===== src/rtl/pic_pkg.sv =====
`timescale 1ns/1ps
package pic_pkg;
  typedef enum logic [2:0] {ST_OFF, ST_W2, ST_W3, ST_W4, ST_RUN} init_st_e;
  localparam logic [1:0] ADR_CMD = 2'd0;
  localparam logic [1:0] ADR_DAT = 2'd1;
  localparam logic [1:0] ADR_TRG = 2'd2;
  localparam logic [1:0] ADR_ISR = 2'd3;
  localparam int         INIT_BIT = 4;
  localparam logic [2:0] EOI_CODE = 3'b011;
endpackage


===== src/rtl/pic_prio.sv =====
`timescale 1ns/1ps
module pic_prio #(
  parameter int N = 8,
  parameter int W = $clog2(N)
) (
  input  logic [N-1:0] vec_i,
  output logic         any_o,
  output logic [W-1:0] idx_o
);
  always_comb begin
    any_o = |vec_i;
    idx_o = '0;
    // descending scan: lowest set index wins
    for (int i = N - 1; i >= 0; i--) begin
      if (vec_i[i]) idx_o = W'(i);
    end
  end
endmodule


===== src/rtl/pic_req.sv =====
`timescale 1ns/1ps
module pic_req #(
  parameter int N = 8
) (
  input  logic         clk_i,
  input  logic         rst_ni,
  input  logic         clr_all_i,
  input  logic [N-1:0] ir_i,
  input  logic [N-1:0] level_i,
  input  logic [N-1:0] ack_clr_i,
  output logic [N-1:0] irr_o
);
  for (genvar g = 0; g < N; g++) begin : g_bit
    logic prev_q, irr_q;
    always_ff @(posedge clk_i or negedge rst_ni) begin
      if (!rst_ni) begin
        prev_q <= 1'b0;
        irr_q  <= 1'b0;
      end else begin
        prev_q <= ir_i[g];
        if (clr_all_i)        irr_q <= 1'b0;
        else if (level_i[g])  irr_q <= ir_i[g];
        else                  irr_q <= (irr_q & ~ack_clr_i[g]) | (ir_i[g] & ~prev_q);
      end
    end
    assign irr_o[g] = irr_q;
  end
endmodule


===== src/rtl/pic_core.sv =====
`timescale 1ns/1ps
module pic_core #(
  parameter int N_IN  = 8,
  parameter int VEC_W = 8,
  parameter int LVL_W = 3
) (
  input  logic             clk_i,
  input  logic             rst_ni,
  input  logic             we_i,
  input  logic [1:0]       addr_i,
  input  logic [VEC_W-1:0] wdata_i,
  output logic [VEC_W-1:0] rdata_o,
  input  logic             slave_i,
  input  logic [N_IN-1:0]  ir_i,
  output logic             int_o,
  input  logic             inta_i,
  input  logic [LVL_W-1:0] cas_i,
  output logic [LVL_W-1:0] cas_o,
  output logic [VEC_W-1:0] vec_o,
  output logic             vec_en_o
);
  import pic_pkg::*;

  localparam logic [LVL_W-1:0] LVL_SPUR = LVL_W'(N_IN - 1);

  init_st_e          st_q;
  logic [VEC_W-1:0]  base_q, vec_q;
  logic [N_IN-1:0]   casc_q, imr_q, trg_q, isr_q;
  logic              vec_en_q;

  logic              ready_w, wr_init, wr_eoi, wr_dat, wr_trg;
  logic [N_IN-1:0]   irr_w, pend_w, ack_clr, eoi_mask;
  logic              p_any, s_any, outrank, take, hit, cascaded;
  logic [LVL_W-1:0]  p_idx, s_idx, lvl_w;

  assign ready_w = (st_q == ST_RUN);
  assign wr_init = we_i && addr_i == ADR_CMD && wdata_i[INIT_BIT];
  assign wr_eoi  = we_i && addr_i == ADR_CMD && !wdata_i[INIT_BIT]
                   && wdata_i[7:5] == EOI_CODE && ready_w;
  assign wr_dat  = we_i && addr_i == ADR_DAT;
  assign wr_trg  = we_i && addr_i == ADR_TRG;

  pic_req #(.N(N_IN)) u_req (
    .clk_i, .rst_ni,
    .clr_all_i(wr_init),
    .ir_i,
    .level_i(trg_q),
    .ack_clr_i(ack_clr),
    .irr_o(irr_w)
  );

  assign pend_w = irr_w & ~imr_q;

  pic_prio #(.N(N_IN), .W(LVL_W)) u_prio_req (.vec_i(pend_w), .any_o(p_any), .idx_o(p_idx));
  pic_prio #(.N(N_IN), .W(LVL_W)) u_prio_isr (.vec_i(isr_q),  .any_o(s_any), .idx_o(s_idx));

  assign outrank  = p_any && (!s_any || p_idx < s_idx);
  assign int_o    = ready_w && outrank;
  assign take     = ready_w && inta_i && (!slave_i || cas_i == casc_q[LVL_W-1:0]);
  assign hit      = take && outrank;
  assign cascaded = !slave_i && casc_q[p_idx];
  assign ack_clr  = hit ? (N_IN'(1) << p_idx) : '0;
  assign eoi_mask = wr_eoi ? (N_IN'(1) << wdata_i[LVL_W-1:0]) : '0;
  assign lvl_w    = hit ? p_idx : LVL_SPUR;
  assign cas_o    = (!slave_i && ready_w && p_any) ? p_idx : '0;

  always_ff @(posedge clk_i or negedge rst_ni) begin
    if (!rst_ni) begin
      st_q   <= ST_OFF;
      base_q <= '0;
      casc_q <= '0;
    end else if (wr_init) begin
      st_q <= ST_W2;
    end else if (wr_dat) begin
      case (st_q)
        ST_W2: begin base_q <= wdata_i;           st_q <= ST_W3; end
        ST_W3: begin casc_q <= wdata_i[N_IN-1:0]; st_q <= ST_W4; end
        ST_W4: st_q <= ST_RUN;
        default: ;
      endcase
    end
  end

  always_ff @(posedge clk_i or negedge rst_ni) begin
    if (!rst_ni) begin
      imr_q <= '0;
      isr_q <= '0;
      trg_q <= '0;
    end else begin
      if (wr_trg) trg_q <= wdata_i[N_IN-1:0];
      if (wr_init) begin
        imr_q <= '0;
        isr_q <= '0;
      end else begin
        if (ready_w && wr_dat) imr_q <= wdata_i[N_IN-1:0];
        isr_q <= (isr_q & ~eoi_mask) | ack_clr;
      end
    end
  end

  always_ff @(posedge clk_i or negedge rst_ni) begin
    if (!rst_ni) begin
      vec_q    <= '0;
      vec_en_q <= 1'b0;
    end else begin
      vec_en_q <= take && !(hit && cascaded);
      if (take) vec_q <= {base_q[VEC_W-1:LVL_W], lvl_w};
    end
  end

  assign vec_o    = vec_q;
  assign vec_en_o = vec_en_q;

  always_comb begin
    case (addr_i)
      ADR_CMD: rdata_o = VEC_W'(irr_w);
      ADR_DAT: rdata_o = VEC_W'(imr_q);
      ADR_TRG: rdata_o = VEC_W'(trg_q);
      default: rdata_o = VEC_W'(isr_q);
    endcase
  end
endmodule


===== config.mk =====
export PLATFORM = sky130hd
export DESIGN_NAME = pic_core
export DESIGN_NICKNAME = d
export VERILOG_FILES = /design/src/rtl/pic_pkg.sv /design/src/rtl/pic_prio.sv /design/src/rtl/pic_req.sv /design/src/rtl/pic_core.sv
export SDC_FILE = /design/constraint.sdc
export NUM_CORES = 1
export LEC_CHECK = 0
export CORE_ASPECT_RATIO = 0.75
export CORE_UTILIZATION = 60
export DETAILED_ROUTE_END_ITERATION = 10
export DONT_BUFFER_PORTS = 1
export PLACE_DENSITY_LB_ADDON = 0.15
export REMOVE_ABC_BUFFERS = 1
export SETUP_SLACK_MARGIN = 0.4
export SKIP_CTS_REPAIR_TIMING = 1
export SLEW_MARGIN = 20
export SYNTH_ARGS = -nofsm -noshare
export SYNTH_HDL_FRONTEND = slang
export SYNTH_HIERARCHICAL = 1
export SYNTH_SLANG_ARGS = --single-unit

===== constraint.sdc =====
create_clock -name clk_i -period 3.3 [get_ports clk_i]
set_input_delay 0.99 -clock clk_i [delete_from_list [all_inputs] [get_ports clk_i]]
set_output_delay 0.99 -clock clk_i [all_outputs]
set_load 0.1 [all_outputs]

==> impl_metrics.yaml <==
yosys:
  async_flop_share_pct: 100
  ys_types: 48
  synth_area_leaders: "dfrtp_1, mux2_2, mux4_2"
  syn-cell-area_um2: 3480
  synth_seq_area_share_pct: 46.7
  synthTopCellsByCount: "dfrtp_1, mux2_2, nor2b_1"
  synth_top_flop_cell: "dfrtp_1"
  syn_area_per_cell_um2: 11.2
  synth-edff-count: 0
  yosys_warnings: 6
  ys_ff_latch: 65
  synth_most_common_cell: "dfrtp_1"
  synth_cells: 312
  yosys.area.top_type: "dfrtp_1"
  synth_top_area_share_pct: 46.7
cts:
  htree_num_levels: 3
  cts_root_buffer: "clkbuf_8"
  cts_tree: "done"
  insertion_delay_ns: 0.35
  clkSlewWorstSetupHoldPaths_ns: 0.08
  clock-sinks: 65
  numCtsBuffers: 9
  cts_buffer_depth: 2
floorplan:
  die_x_um: 90.0
  fp.dieH_um: 68.0
  rows: 23
  initial_core_util_pct: 63.7
  placeableCoreArea_um2: 5470
  dieArea_um2: 6110
  ios: 47
flow_run:
  max_cap_violations: 0
power_and_ir_drop:
  power_density_nw_per_um2: 839
  irDropWorstVdd_uv: 464
  p_leak_nw: 1.69
grt:
  grt_start_max_net_pins: 66
  grt_pass1_wl_mm: 12.9
  grtUsageTotal_pct: 29.1
  grt.overflow.total: 0
  grt_antenna_before_repair: 0
  grt_pass1_vias: 2384
finish:
  nNetsFinal: 351
  final_area_um2: 3990
  utilization_pct: 73.0
  area_delta_synth_final_pct: 14.7
  drive_above_1_share_pct: 29.3
  diodes: 0
routing:
  vias: 2551
  drc_errors: 0
  drt_iter0_markers: 216
  via_per_inst: 6.33
  drt-total-wl_mm: 8.46
  firstDrtPassIters: 4
  routedWlPerCell_um: 21.0
  ant_nets: 0
sta:
  worst_pin_slew_ns: 0.897
  period_minus_slack_ns: 3.44
  slew_headroom_pct: 40.2
  fin_ws_ns: -0.136
  fin_skew_ns: 0.0110
  finalSetupViolCount: 1
  finalHoldViolations: 0
  post-route-period-util_pct: 104
  max_freq_mhz: 291
  drv_slew: 0
  finalSetupTns_ns: -0.136
  worst_hold_slack_ns: 0.327
  grt_setup_unrepaired: "yes"
placed_design:
  hpwl_mm: 5.70
  placed_cell_area_um2: 3610
  port_buffers: 0
  gp_congestion: 0.869
  pre_cts_slack_ns: 0.0613
outcome:
  status: "complete, but fails checks"
  violations: "setup timing"
worst_setup_path:
  critPathKind: "register to output port"
  end_kind: "output port"
  crit_fanout: 3
  worstSetupStartpointType: "register"
  crit_required_ns: 2.31
  arrival_ns: 2.45
min_path:
  hold_class: "input pin to async pin"
## path summary, 6_finish.rpt
kind / startpoint / endpoint / slack (ns) / cells past startpoint
worst max-delay path: u_req/g_bit[5].irr_q$_DFF_PN0_ / int_o / -0.14 / 9
worst min-delay path: rst_ni / u_req/g_bit[0].prev_q$_DFF_PN0_ / 0.33 / 0
worst max register to register: u_req/g_bit[5].irr_q$_DFF_PN0_ / u_req/g_bit[3].irr_q$_DFF_PN0_ / 0.50 / 12
worst min register to register: base_q[4]$_DFFE_PN0P_ / vec_o[4]$_DFFE_PN0P_ / 0.49 / 1
max in group asynchronous: rst_ni / isr_q[4]$_DFF_PN0_ / 2.87 / 0
min in group clk_i: base_q[4]$_DFFE_PN0P_ / vec_o[4]$_DFFE_PN0P_ / 0.49 / 1
## metal layers
metal | routed length [um] | global-route usage [%]
met1 | 3870 | 41.1
met2 | 3740 | 42.3
met3 | 712 | 9.33
met4 | 141 | 11.3
met5 | 0 | 0
## worst max-delay path, stage by stage, from the launching register on
cell and delay (ns):
dfrtp_1 0.41, nor2b_4 0.15, nor4_4 0.29, and3b_2 0.27
ha_4 0.21, o21a_1 0.19, nor2_2 0.15, nor2_2 0.07
nor2_2 0.18, buf_12 0.19
## cell usage in the layout (no fill, tap or decap), types with 4 or more instances in the layout
master | netlist | layout
nand2b_1 | 11 | 11
o21bai_1 | 5 | 5
nor3_1 | 9 | 8
a22o_1 | 7 | 7
nor2b_1 | 20 | 15
nand2_1 | 7 | 7
nor2b_4 | 0 | 4
nand3_1 | 7 | 7
nor2_2 | 0 | 5
mux2_1 | 8 | 8
o311ai_0 | 5 | 5
dfrtp_1 | 65 | 63
mux4_2 | 8 | 8
nand3b_1 | 6 | 6
clkbuf_8 | 0 | 9
nor2_1 | 18 | 13
or4b_1 | 10 | 10
o211ai_1 | 4 | 4
mux2_2 | 21 | 21
o21ai_0 | 15 | 15
buf_12 | 0 | 5
inv_1 | 7 | 6
buf_4 | 8 | 20
o21ai_1 | 6 | 6
## area by class of cell
type,count,area [um^2]
clock buffer,9,124
clock inverter,7,71.3
fill,371,1480
inverter,7,26.3
multi-input combinational,214,1790
sequential,65,1630
tap,75,93.8
timing repair buffer,26,262
## registers in the layout (all words and copies together) (netlist names)
register and flops:
casc_q 8, imr_q 8, isr_q 8, trg_q 8, u_req/g_bit.irr_q 8, u_req/g_bit.prev_q 8, vec_o 8, base_q 5
st_q 3, vec_en_o 1
## metrics by stage
step	std cells	power [mW]
after detailed placement	379	2.55
after CTS	395	3.21
after floorplan	286	2.25
after global placement	379	2.52
final	403	3.35
after global routing	403	3.51
## cell families (layout without fill, tap and decap cells)
kind of cell	Yosys count	after routing	synth area share (%)
buffers and inverters	33	49	4.82
XOR/XNOR	3	3	0.755
flip-flops	65	65	46.7
AND/OR/NAND/NOR	108	108	19.6
multiplexers	40	40	15.4
adder cells (fa/ha/maj)	2	2	0.719
AO/OA/AOI/OAI	61	61	11.9
## power by group
part	internal (mW)	switching [mW]
registers	1.00	0.503
clock network	0.346	0.315
logic	0.505	0.676
total	1.85	1.49
(Power assumes the default switching activity.)
